==> src/rtl/pe_pkg.sv <==
package pe_pkg;

    typedef enum logic [3:0] {
        OP_ADD   = 4'd0,
        OP_SUB   = 4'd1,
        OP_AND   = 4'd2,
        OP_OR    = 4'd3,
        OP_XOR   = 4'd4,
        OP_LDI   = 4'd5,
        OP_MSET  = 4'd8,
        OP_MCY   = 4'd9,
        OP_MNCY  = 4'd10,
        OP_MZERO = 4'd11,
        OP_MANDC = 4'd12
    } pe_op_e;

    typedef enum logic [1:0] {
        S_IDLE = 2'd0,
        S_RUN  = 2'd1,
        S_LAST = 2'd2
    } pe_state_e;

    function automatic logic op_is_arith(input pe_op_e op);
        return (op == OP_ADD) || (op == OP_SUB);
    endfunction

    function automatic logic op_is_logic(input pe_op_e op);
        return (op == OP_AND) || (op == OP_OR) || (op == OP_XOR);
    endfunction

    function automatic logic op_writes_reg(input pe_op_e op);
        return op_is_arith(op) || op_is_logic(op) || (op == OP_LDI);
    endfunction

endpackage

==> src/rtl/pe_regfile.sv <==
module pe_regfile #(
    parameter int DATA_W = 32,
    parameter int NREGS  = 16,
    localparam int RA_W  = $clog2(NREGS)
) (
    input  logic              clk,
    input  logic              rst_n,
    input  logic              wr_en,
    input  logic [RA_W-1:0]   wr_addr,
    input  logic [DATA_W-1:0] wr_data,
    input  logic [RA_W-1:0]   rd_a_addr,
    input  logic [RA_W-1:0]   rd_b_addr,
    input  logic [RA_W-1:0]   rd_p_addr,
    output logic [DATA_W-1:0] rd_a_data,
    output logic [DATA_W-1:0] rd_b_data,
    output logic [DATA_W-1:0] rd_p_data
);

    logic [DATA_W-1:0] regs [NREGS];

    generate
        for (genvar r = 0; r < NREGS; r++) begin : g_reg
            always_ff @(posedge clk or negedge rst_n) begin
                if (!rst_n) begin
                    regs[r] <= '0;
                end else if (wr_en && (wr_addr == RA_W'(r))) begin
                    regs[r] <= wr_data;
                end
            end
        end
    endgenerate

    assign rd_a_data = regs[rd_a_addr];
    assign rd_b_data = regs[rd_b_addr];
    assign rd_p_data = regs[rd_p_addr];

endmodule

==> src/rtl/pe_slice_alu.sv <==
module pe_slice_alu
    import pe_pkg::*;
#(
    parameter int NIB_W = 4
) (
    input  pe_op_e           op,
    input  logic [NIB_W-1:0] a,
    input  logic [NIB_W-1:0] b,
    input  logic             cin,
    output logic [NIB_W-1:0] y,
    output logic             cout,
    output logic             ovf
);

    logic [NIB_W-1:0] b_eff;
    logic [NIB_W-1:0] sum;
    logic [NIB_W:0]   c;

    assign b_eff = (op == OP_SUB) ? ~b : b;
    assign c[0]  = cin;

    generate
        for (genvar i = 0; i < NIB_W; i++) begin : g_bit
            assign sum[i]   = a[i] ^ b_eff[i] ^ c[i];
            assign c[i+1]   = (a[i] & b_eff[i]) | (c[i] & (a[i] ^ b_eff[i]));
        end
    endgenerate

    always_comb begin
        y    = '0;
        cout = 1'b0;
        ovf  = 1'b0;
        case (op)
            OP_ADD, OP_SUB: begin
                y    = sum;
                cout = c[NIB_W];
                ovf  = c[NIB_W] ^ c[NIB_W-1];
            end
            OP_AND:  y = a & b;
            OP_OR:   y = a | b;
            OP_XOR:  y = a ^ b;
            OP_LDI:  y = b;
            default: y = '0;
        endcase
    end

endmodule

==> src/rtl/pe_mask_unit.sv <==
module pe_mask_unit
    import pe_pkg::*;
(
    input  pe_op_e op,
    input  logic   active_q,
    input  logic   carry_q,
    input  logic   zero_q,
    output logic   is_mask,
    output logic   active_nx
);

    always_comb begin
        is_mask   = 1'b1;
        active_nx = active_q;
        case (op)
            OP_MSET:  active_nx = 1'b1;
            OP_MCY:   active_nx = carry_q;
            OP_MNCY:  active_nx = ~carry_q;
            OP_MZERO: active_nx = zero_q;
            OP_MANDC: active_nx = active_q & carry_q;
            default:  is_mask   = 1'b0;
        endcase
    end

endmodule

==> src/rtl/nibble_pe.sv <==
module nibble_pe
    import pe_pkg::*;
#(
    parameter int DATA_W = 32,
    parameter int NIB_W  = 4,
    parameter int NREGS  = 16,
    localparam int RA_W  = $clog2(NREGS)
) (
    input  logic              clk,
    input  logic              rst_n,
    input  logic              issue,
    input  logic [3:0]        opcode,
    input  logic [RA_W-1:0]   dst_sel,
    input  logic [RA_W-1:0]   src_a_sel,
    input  logic [RA_W-1:0]   src_b_sel,
    input  logic [DATA_W-1:0] bcast_word,
    input  logic [RA_W-1:0]   peek_sel,
    output logic [DATA_W-1:0] peek_word,
    output logic              busy,
    output logic              done,
    output logic              carry_flag,
    output logic              ovf_flag,
    output logic              zero_flag,
    output logic              active
);

    localparam int NIBS  = DATA_W / NIB_W;
    localparam int CNT_W = $clog2(NIBS);
    localparam logic [CNT_W-1:0] PENULT = CNT_W'(NIBS - 2);

    pe_state_e         state_q, state_nx;
    pe_op_e            op_q;
    logic [RA_W-1:0]   dst_q;
    logic [DATA_W-1:0] a_sh, b_sh, r_sh;
    logic              carry_run;
    logic [CNT_W-1:0]  slice_cnt;

    logic [DATA_W-1:0] rd_a, rd_b, result;
    logic [NIB_W-1:0]  slice_y;
    logic              slice_cout, slice_ovf;
    logic              launch, wr_en, flag_upd;
    logic              is_mask, active_nx;

    // ---------------- state register ----------------
    always_ff @(posedge clk or negedge rst_n) begin
        if (!rst_n) state_q <= S_IDLE;
        else        state_q <= state_nx;
    end

    // ---------------- transitions: launch / final-slice / retire ----------------
    always_comb begin
        state_nx = state_q;
        unique case (state_q)
            S_IDLE:  if (issue) state_nx = S_RUN;
            S_RUN:   if (slice_cnt == PENULT) state_nx = S_LAST;
            S_LAST:  state_nx = S_IDLE;
            default: state_nx = S_IDLE;
        endcase
    end

    // ---------------- outputs of the machine ----------------
    always_comb begin
        busy = 1'b0;
        done = 1'b0;
        unique case (state_q)
            S_IDLE:  ;
            S_RUN:   busy = 1'b1;
            S_LAST:  begin busy = 1'b1; done = 1'b1; end
            default: ;
        endcase
    end

    assign launch   = (state_q == S_IDLE) && issue;
    assign result   = {slice_y, r_sh[DATA_W-1:NIB_W]};
    assign wr_en    = (state_q == S_LAST) && active && op_writes_reg(op_q);
    assign flag_upd = (state_q == S_LAST) && active
                      && (op_is_arith(op_q) || op_is_logic(op_q));

    // ---------------- nibble-serial datapath ----------------
    always_ff @(posedge clk or negedge rst_n) begin
        if (!rst_n) begin
            op_q       <= OP_ADD;
            dst_q      <= '0;
            a_sh       <= '0;
            b_sh       <= '0;
            r_sh       <= '0;
            carry_run  <= 1'b0;
            slice_cnt  <= '0;
            carry_flag <= 1'b0;
            ovf_flag   <= 1'b0;
            zero_flag  <= 1'b0;
            active     <= 1'b1;
        end else if (launch) begin
            op_q      <= pe_op_e'(opcode);
            dst_q     <= dst_sel;
            a_sh      <= rd_a;
            b_sh      <= (pe_op_e'(opcode) == OP_LDI) ? bcast_word : rd_b;
            carry_run <= (pe_op_e'(opcode) == OP_SUB);
            slice_cnt <= '0;
        end else if (state_q != S_IDLE) begin
            a_sh      <= a_sh >> NIB_W;
            b_sh      <= b_sh >> NIB_W;
            r_sh      <= result;
            carry_run <= slice_cout;
            slice_cnt <= slice_cnt + 1'b1;
            if (flag_upd) begin
                carry_flag <= op_is_arith(op_q) ? slice_cout : 1'b0;
                ovf_flag   <= op_is_arith(op_q) ? slice_ovf  : 1'b0;
                zero_flag  <= (result == '0);
            end
            if ((state_q == S_LAST) && is_mask) begin
                active <= active_nx;
            end
        end
    end

    pe_slice_alu #(.NIB_W(NIB_W)) u_alu (
        .op   (op_q),
        .a    (a_sh[NIB_W-1:0]),
        .b    (b_sh[NIB_W-1:0]),
        .cin  (carry_run),
        .y    (slice_y),
        .cout (slice_cout),
        .ovf  (slice_ovf)
    );

    pe_mask_unit u_mask (
        .op        (op_q),
        .active_q  (active),
        .carry_q   (carry_flag),
        .zero_q    (zero_flag),
        .is_mask   (is_mask),
        .active_nx (active_nx)
    );

    pe_regfile #(.DATA_W(DATA_W), .NREGS(NREGS)) u_rf (
        .clk       (clk),
        .rst_n     (rst_n),
        .wr_en     (wr_en),
        .wr_addr   (dst_q),
        .wr_data   (result),
        .rd_a_addr (src_a_sel),
        .rd_b_addr (src_b_sel),
        .rd_p_addr (peek_sel),
        .rd_a_data (rd_a),
        .rd_b_data (rd_b),
        .rd_p_data (peek_word)
    );

endmodule

==> config.mk <==
export PLATFORM = sky130hd
export DESIGN_NAME = nibble_pe
export DESIGN_NICKNAME = d
export VERILOG_FILES = /design/src/rtl/pe_pkg.sv /design/src/rtl/pe_regfile.sv /design/src/rtl/pe_slice_alu.sv /design/src/rtl/pe_mask_unit.sv /design/src/rtl/nibble_pe.sv
export SDC_FILE = /design/constraint.sdc
export NUM_CORES = 1
export LEC_CHECK = 0
export BUFFER_PORTS_ARGS = -buffer_cell sky130_fd_sc_hd__clkbuf_2
export CAP_MARGIN = 20
export CELL_PAD_IN_SITES_DETAIL_PLACEMENT = 0
export CELL_PAD_IN_SITES_GLOBAL_PLACEMENT = 1
export CORE_ASPECT_RATIO = 1.25
export CORE_UTILIZATION = 40
export DETAILED_ROUTE_END_ITERATION = 7
export GPL_ROUTABILITY_DRIVEN = 0
export PLACE_DENSITY_LB_ADDON = 0.1
export SLEW_MARGIN = 10
export SYNTH_ARGS = -nofsm -noshare
export SYNTH_HDL_FRONTEND = slang
export SYNTH_HIERARCHICAL = 1
export SYNTH_SLANG_ARGS = --single-unit
==> constraint.sdc <==
create_clock -name clk -period 3.92 [get_ports clk]
set_input_delay 0.196 -clock clk [delete_from_list [all_inputs] [get_ports clk]]
set_output_delay 0.196 -clock clk [all_outputs]
set_load 0.01 [all_outputs]
### Word-level counts from Yosys, hierarchy flattened

Cells that the tools add are included.

* input port bits: 55
* register bits: 626
* output and inout port bits: 38
* word-level logic and storage cells: 166

* eq/ne operators: 32
* magnitude comparators: 3
* add/sub/neg operators: 1
* bitwise logic cells: 31
* reductions and logical operators: 40
* mux-type cells: 31

Operators by type and width (number)
* 32-bit binary-select mux with 4-bit select: 3
* 32-bit two-way mux: 11
* 4-bit == test, second input constant: 13
* 32-bit zero test: 1
* 4-bit by 3-bit == test with 1-bit output, second input constant: 7
* 1-bit logical AND: 21
* 4-bit one-hot mux with 5 select lines: 1
* 4-bit by 2-bit == test with 1-bit output, second input constant: 4
* 5-bit greater-or-equal comparator, second input constant: 3
* 4-bit NOT with 5-bit output: 3
* 4-bit by 1-bit == test with 1-bit output, second input constant: 3
* 1-bit AND: 9
* 1-bit two-way mux: 9
* 1-bit bitwise XOR: 9
* 4-bit zero test: 2
* 3-bit two-way mux: 2
* 1-bit logical OR: 5
* 1-bit one-hot mux with 5 select lines: 1
* 5-bit nonzero test: 1
* 5-bit OR reduction: 1
* 4-bit AND: 1
* 2-bit two-way mux: 2
* 4-bit two-way mux: 1
* 2-bit inequality test, second input constant: 2
* other kinds (16): 23

### Depth between registers and ports, before layout

* depth after elaboration: 14
* gate-level depth with buffers: 15
* depth with buffers taken out: 13

### By module

The synthesis kept the hierarchy.

By module, submodules not included
* pe_regfile: area each 30137.7 um^2, sequential area each 12812.3 um^2, times used 1, cells an instance 1947
* nibble_pe: area each 5176.2 um^2, sequential area each 2753.9 um^2, times used 1, cells an instance 450
* pe_slice_alu: area each 509.2 um^2, sequential area each 0.0 um^2, times used 1, cells an instance 64
* pe_mask_unit: area each 56.3 um^2, sequential area each 0.0 um^2, times used 1, cells an instance 8

### Least setup slack after synthesis

No wires, ideal clock.

* path type: register -> register
* start point: reg op_q[1]
* end point: reg zero_flag
* data required time: 3824 ps
* period minus slack after synthesis: 3470 ps
* stages on the path, launching flop included: 16
* data arrival time: 3374 ps
* library setup time: 96 ps
* path buffers: 2
* setup slack: 450 ps
* path through: dfrtp_1 -> buf_4 -> nor3_2 -> and2_1 -> buf_6 -> xnor2_1 -> fa_1 -> fa_1 -> inv_1 -> fa_1 -> fa_1 -> nand3b_1 -> o221ai_1 -> nor4_1 -> nand4_1 -> o31ai_1

* cells in the longest elaborated chain, start to end: 12
* elaborated cells on any way between the ends: 33
* those cells by class: eq/ne: 5; mux: 2; bitwise: 17; reduce/logical: 9

RTL lines
* start: declaration: RTL line nibble_pe.sv:32 `pe_op_e op_q;`
* start signal: assignment: RTL line nibble_pe.sv:94 `op_q <= pe_op_e'(opcode);`
* 4-bit by 1-bit == test with 1-bit output: RTL line pe_slice_alu.sv:19, pe_slice_alu.sv:33
* 4-bit two-way mux: RTL line pe_slice_alu.sv:19 `assign b_eff = (op == OP_SUB) ? ~b : b;`
* 1-bit bitwise XOR: RTL line pe_slice_alu.sv:25 `assign c[i+1] = (a[i] & b_eff[i]) | (c[i] & (a[i] ^ b_eff[i]));`
* 1-bit AND: RTL line pe_slice_alu.sv:25
* 1-bit OR: RTL line pe_slice_alu.sv:25
* 1-bit AND: RTL line pe_slice_alu.sv:25
* 1-bit OR: RTL line pe_slice_alu.sv:25
* 1-bit AND: RTL line pe_slice_alu.sv:25
* 1-bit OR: RTL line pe_slice_alu.sv:25
* 1-bit bitwise XOR: RTL line pe_slice_alu.sv:24 `assign sum[i] = a[i] ^ b_eff[i] ^ c[i];`
* 4-bit one-hot mux with 5 select lines *: RTL line pe_slice_alu.sv:33 `case (op)`
* net slice_y[3]: RTL line nibble_pe.sv:39 `logic [NIB_W-1:0] slice_y;`
* 32-bit zero test *: RTL line nibble_pe.sv:109 `zero_flag <= (result == '0);`
* end signal: assignment: RTL line nibble_pe.sv:109
* end: declaration: RTL line nibble_pe.sv:23 `output logic zero_flag,`

The timed path passes the listed nets; every way through them passes the cells marked *.
A chain may end at the register's enable or synchronous reset.

### Final worst setup path

* start point: reg op_q[3]
* end point: reg zero_flag

Same word-level chain as after synthesis.

==> impl_metrics.toml <==
[cts]
cts.hold.buffers_added = 42
htreeDepth = 3
cts_setup_buffers = 0
cts_resized = 0
clock-root-buffer = "clkbuf_16"
clock_latency_ns = 0.64
cts_tree = "built"
numCtsBuffers = 73
clk_pin_slew_ns = 0.06
cts.sinks = 622
clockBufferDepth = 3

[floorplan]
die-area_sq_um = 90900
floorplan.rows = 122
core-area_sq_um = 88700
fp.dieW_microns = 270
io_pins = 93
start_util_pct = 40.5
die_h_microns = 337

[logic_synthesis]
ys_ff_latch = 622
yosysWarningCount = 6
async_flop_share_pct = 100
ys.flop_type = "dfrtp_1"
synth_area_leaders = "dfrtp_1 43%, mux4_2 24%, mux2_2 17%"
syn_inst = 2469
syn_area_sq_um = 35900
synth_top_area_share_pct = 43.3
synth.avg_cell_area_sq_um = 14.5
synth_top_cell_by_area = "dfrtp_1"
ys_seq_area_share_pct = 43.4
synth_edf_count = 0
yosysUniqueCellTypes = 54
synth_nets = 2543

[route]
routed_wl_microns = 124000
vias_per_cell = 6.40
wl_per_cell_microns = 33.0
vias = 24100
drtAntennaViolNets = 0
drt_iter0_drc = 1683
remaining_drc_errors = 0
dr.pass1.iters = 5

[timing]
max-slew-margin-rel_pct = 30.0
setup_violations = 0
setup_ws_ns = 0.424
tightest_slew_ns = 1.04
rsz0062_at_grt = "false"
period_share_pct = 89.2
period_minus_slack_ns = 3.50
tns_ns = 0
drv_slew = 0
hold_viol = 0
max_freq_ghz = 0.286
finalClockSkew_ns = 0.0273

[placement]
hpwlAfterDp_microns = 75200
dp_slack_ns = 0.400
portBuffers = 92
dp_cells = 3581

[setup_path]
rr_worst_depth = 13
crit_chain = "nor3_2 > and2_1 > xnor2_1 > fa_1 > fa_1 > inv_1 > fa_1 > fa_1 > nand3b_1 > o221ai_1 > nor4_1 > nand4_1 > o31ai_1"
r2r_slack_ns = 0.42
cp-end-kind = "register"
worstSetupStartpointType = "register"
cp.required_ns = 4.47
slowest_delay_ns = 0.43
crit_arrival_ns = 4.05
crit_top_cell = "fa_1"
crit_type = "reg2reg"
cp_slowest_cell = "fa_1"
crit_path_max_fanout = 4

[power]
peakVddDrop_v = 0.000349
p_per_area_nw_per_um2 = 462
leakage_nw = 18.2

[cells_and_area]
nets = 2595
syn_to_final_growth_pct = 13.9
layout.cells.non_filler = 3756
fillers = 7847
drive_gt1_share_pct = 49.1

[min_path]
hold_class = "in2reg"
hold_depth = 2

[job]
maxCapViolCount = 0

[global_route]
grt_remaining_overflow = 0
grt_first_pass_wirelength_microns = 182000
antenna_found_initial = 0
grt_pass1_vias = 25600
grt_max_degree = 123
grt_use_total_pct = 27.6

[outcome]
status = "complete, no violations"
==> routing by layer <==
layer,wire length [microns],track usage (%),vias to the layer above
li1,-,-,9787
met1,51700,36.5,13300
met2,61300,46.1,801
met3,6350,3.78,194
met4,4770,10.9,0
met5,0,0,-
==> where the power goes <==
group          total, mW  leakage, nW  switching (mW)  internal [mW]
clock               6.95         1.19            2.88           4.07
sequential          8.08         8.58            1.04           7.04
combinational       3.85         8.43            2.26           1.59
==> layout by cell type, fill, tap and decap left out, types with 6 or more instances in the layout <==
| cell | netlist | routed |
|---|---|---|
| dfrtp_1 | 621 | 621 |
| mux2_2 | 544 | 544 |
| mux4_2 | 384 | 384 |
| a22oi_1 | 192 | 192 |
| nand2_1 | 112 | 111 |
| clkbuf_2 | 2 | 84 |
| clkbuf_16 | 0 | 74 |
| mux2i_1 | 70 | 70 |
| buf_4 | 4 | 60 |
| a21oi_1 | 47 | 47 |
| dlygate4sd3_1 | 0 | 42 |
| nor2_1 | 48 | 36 |
| nor2b_1 | 38 | 32 |
| buf_12 | 1 | 32 |
| o21ai_1 | 26 | 26 |
| clkbuf_8 | 0 | 19 |
| inv_1 | 18 | 18 |
| a31oi_1 | 17 | 17 |
| clkbuf_1 | 130 | 16 |
| ha_1 | 15 | 14 |
| o21ai_0 | 12 | 12 |
| nor2_4 | 0 | 12 |
| clkinv_2 | 0 | 11 |
| mux2_1 | 9 | 9 |
| nor4_1 | 8 | 7 |
| nor2b_4 | 0 | 6 |
==> critical path, delay by kind of cell, from the launching register on <==
| kind | cells | cell delay (ns) |
|---|---|---|
| fa+ha+maj | 4 | 1.47 |
| simple gates | 5 | 0.97 |
| compound gates | 2 | 0.40 |
| flops | 1 | 0.38 |
| xor+xnor | 1 | 0.11 |
| buf+inv | 1 | 0.09 |
==> state kept, by name, indices dropped and copies added, names as in the netlist <==
| register | flops |
|---|---|
| carry_flag | 1 |
| ovf_flag | 1 |
| carry_run | 1 |
| active | 1 |
| r_sh | 28 |
| b_sh | 32 |
| u_rf/regs | 512 |
| state_q | 2 |
| zero_flag | 1 |
| slice_cnt | 3 |
| dst_q | 4 |
| a_sh | 32 |
| op_q | 4 |
==> kinds of logic (layout without fill, tap and decap cells) <==
group	after synthesis	in the layout	synth area share (%)
simple gates	242	242	3.18
flops	622	622	43.4
other cells	0	1	0
buf+inv	267	375	3.35
compound gates	306	306	5.78
xor+xnor	6	6	0.146
mux	1007	1007	43.4
fa+ha+maj	19	19	0.746
==> synthesized netlist by cell type (2+ instances only) <==
master	n
buf_6	3
nor3_1	2
and2_2	2
mux2_2	544
xnor2_1	5
a21oi_1	47
dfrtp_1	621
buf_8	2
a22oi_1	192
buf_4	4
clkbuf_2	2
or3_1	3
nand2b_1	5
nand3b_1	4
nor4_1	8
inv_1	18
buf_1	10
nand4_1	3
a31oi_1	17
and2_1	5
ha_1	15
clkbuf_1	130
mux2i_1	70
fa_1	4
and3_1	2
o31ai_1	2
mux2_1	9
and2b_1	3
buf_2	97
o21ai_1	26
nor2_1	48
mux4_2	384
o21ai_0	12
nand2_1	112
nor2b_1	38
o221ai_1	2
==> path summary, 6_finish.rpt <==
check | startpoint | endpoint
min reg2reg | b_sh[21] | b_sh[21]
max in group asynchronous | rst_n | u_rf/regs[88]
max reg2reg | op_q[3] | zero_flag
min | issue | b_sh[29]
max | op_q[3] | zero_flag
min in group asynchronous | rst_n | b_sh[29]
==> through the flow <==
stage	util, %	hold slack [ns]	cell area (sq um)	total power [mW]
detailed placement	42.8	0.352	38000	12.0
floorplan	-	-0.0996	35900	10.3
global placement	42.8	0.347	38000	11.9
global route	46.1	0.0424	40900	19.7
CTS	46.0	0.0120	40800	19.1
finish	46.1	0.0430	40900	18.9
==> area by class of cell <==
cell class / count / area, sq um / area share [%]
diodes: 1 / 2.50 / 0.00612
clock buffers: 107 / 2150 / 5.25
clock inverters: 24 / 274 / 0.670
inverters: 18 / 67.6 / 0.165
multi-input cells: 1580 / 19300 / 47.2
flip-flops and latches: 622 / 15600 / 38.1
well taps: 1178 / 1470 / 3.61
repair buffers: 226 / 2050 / 5.02
Note: power is estimated with default switching activity, not from simulation.
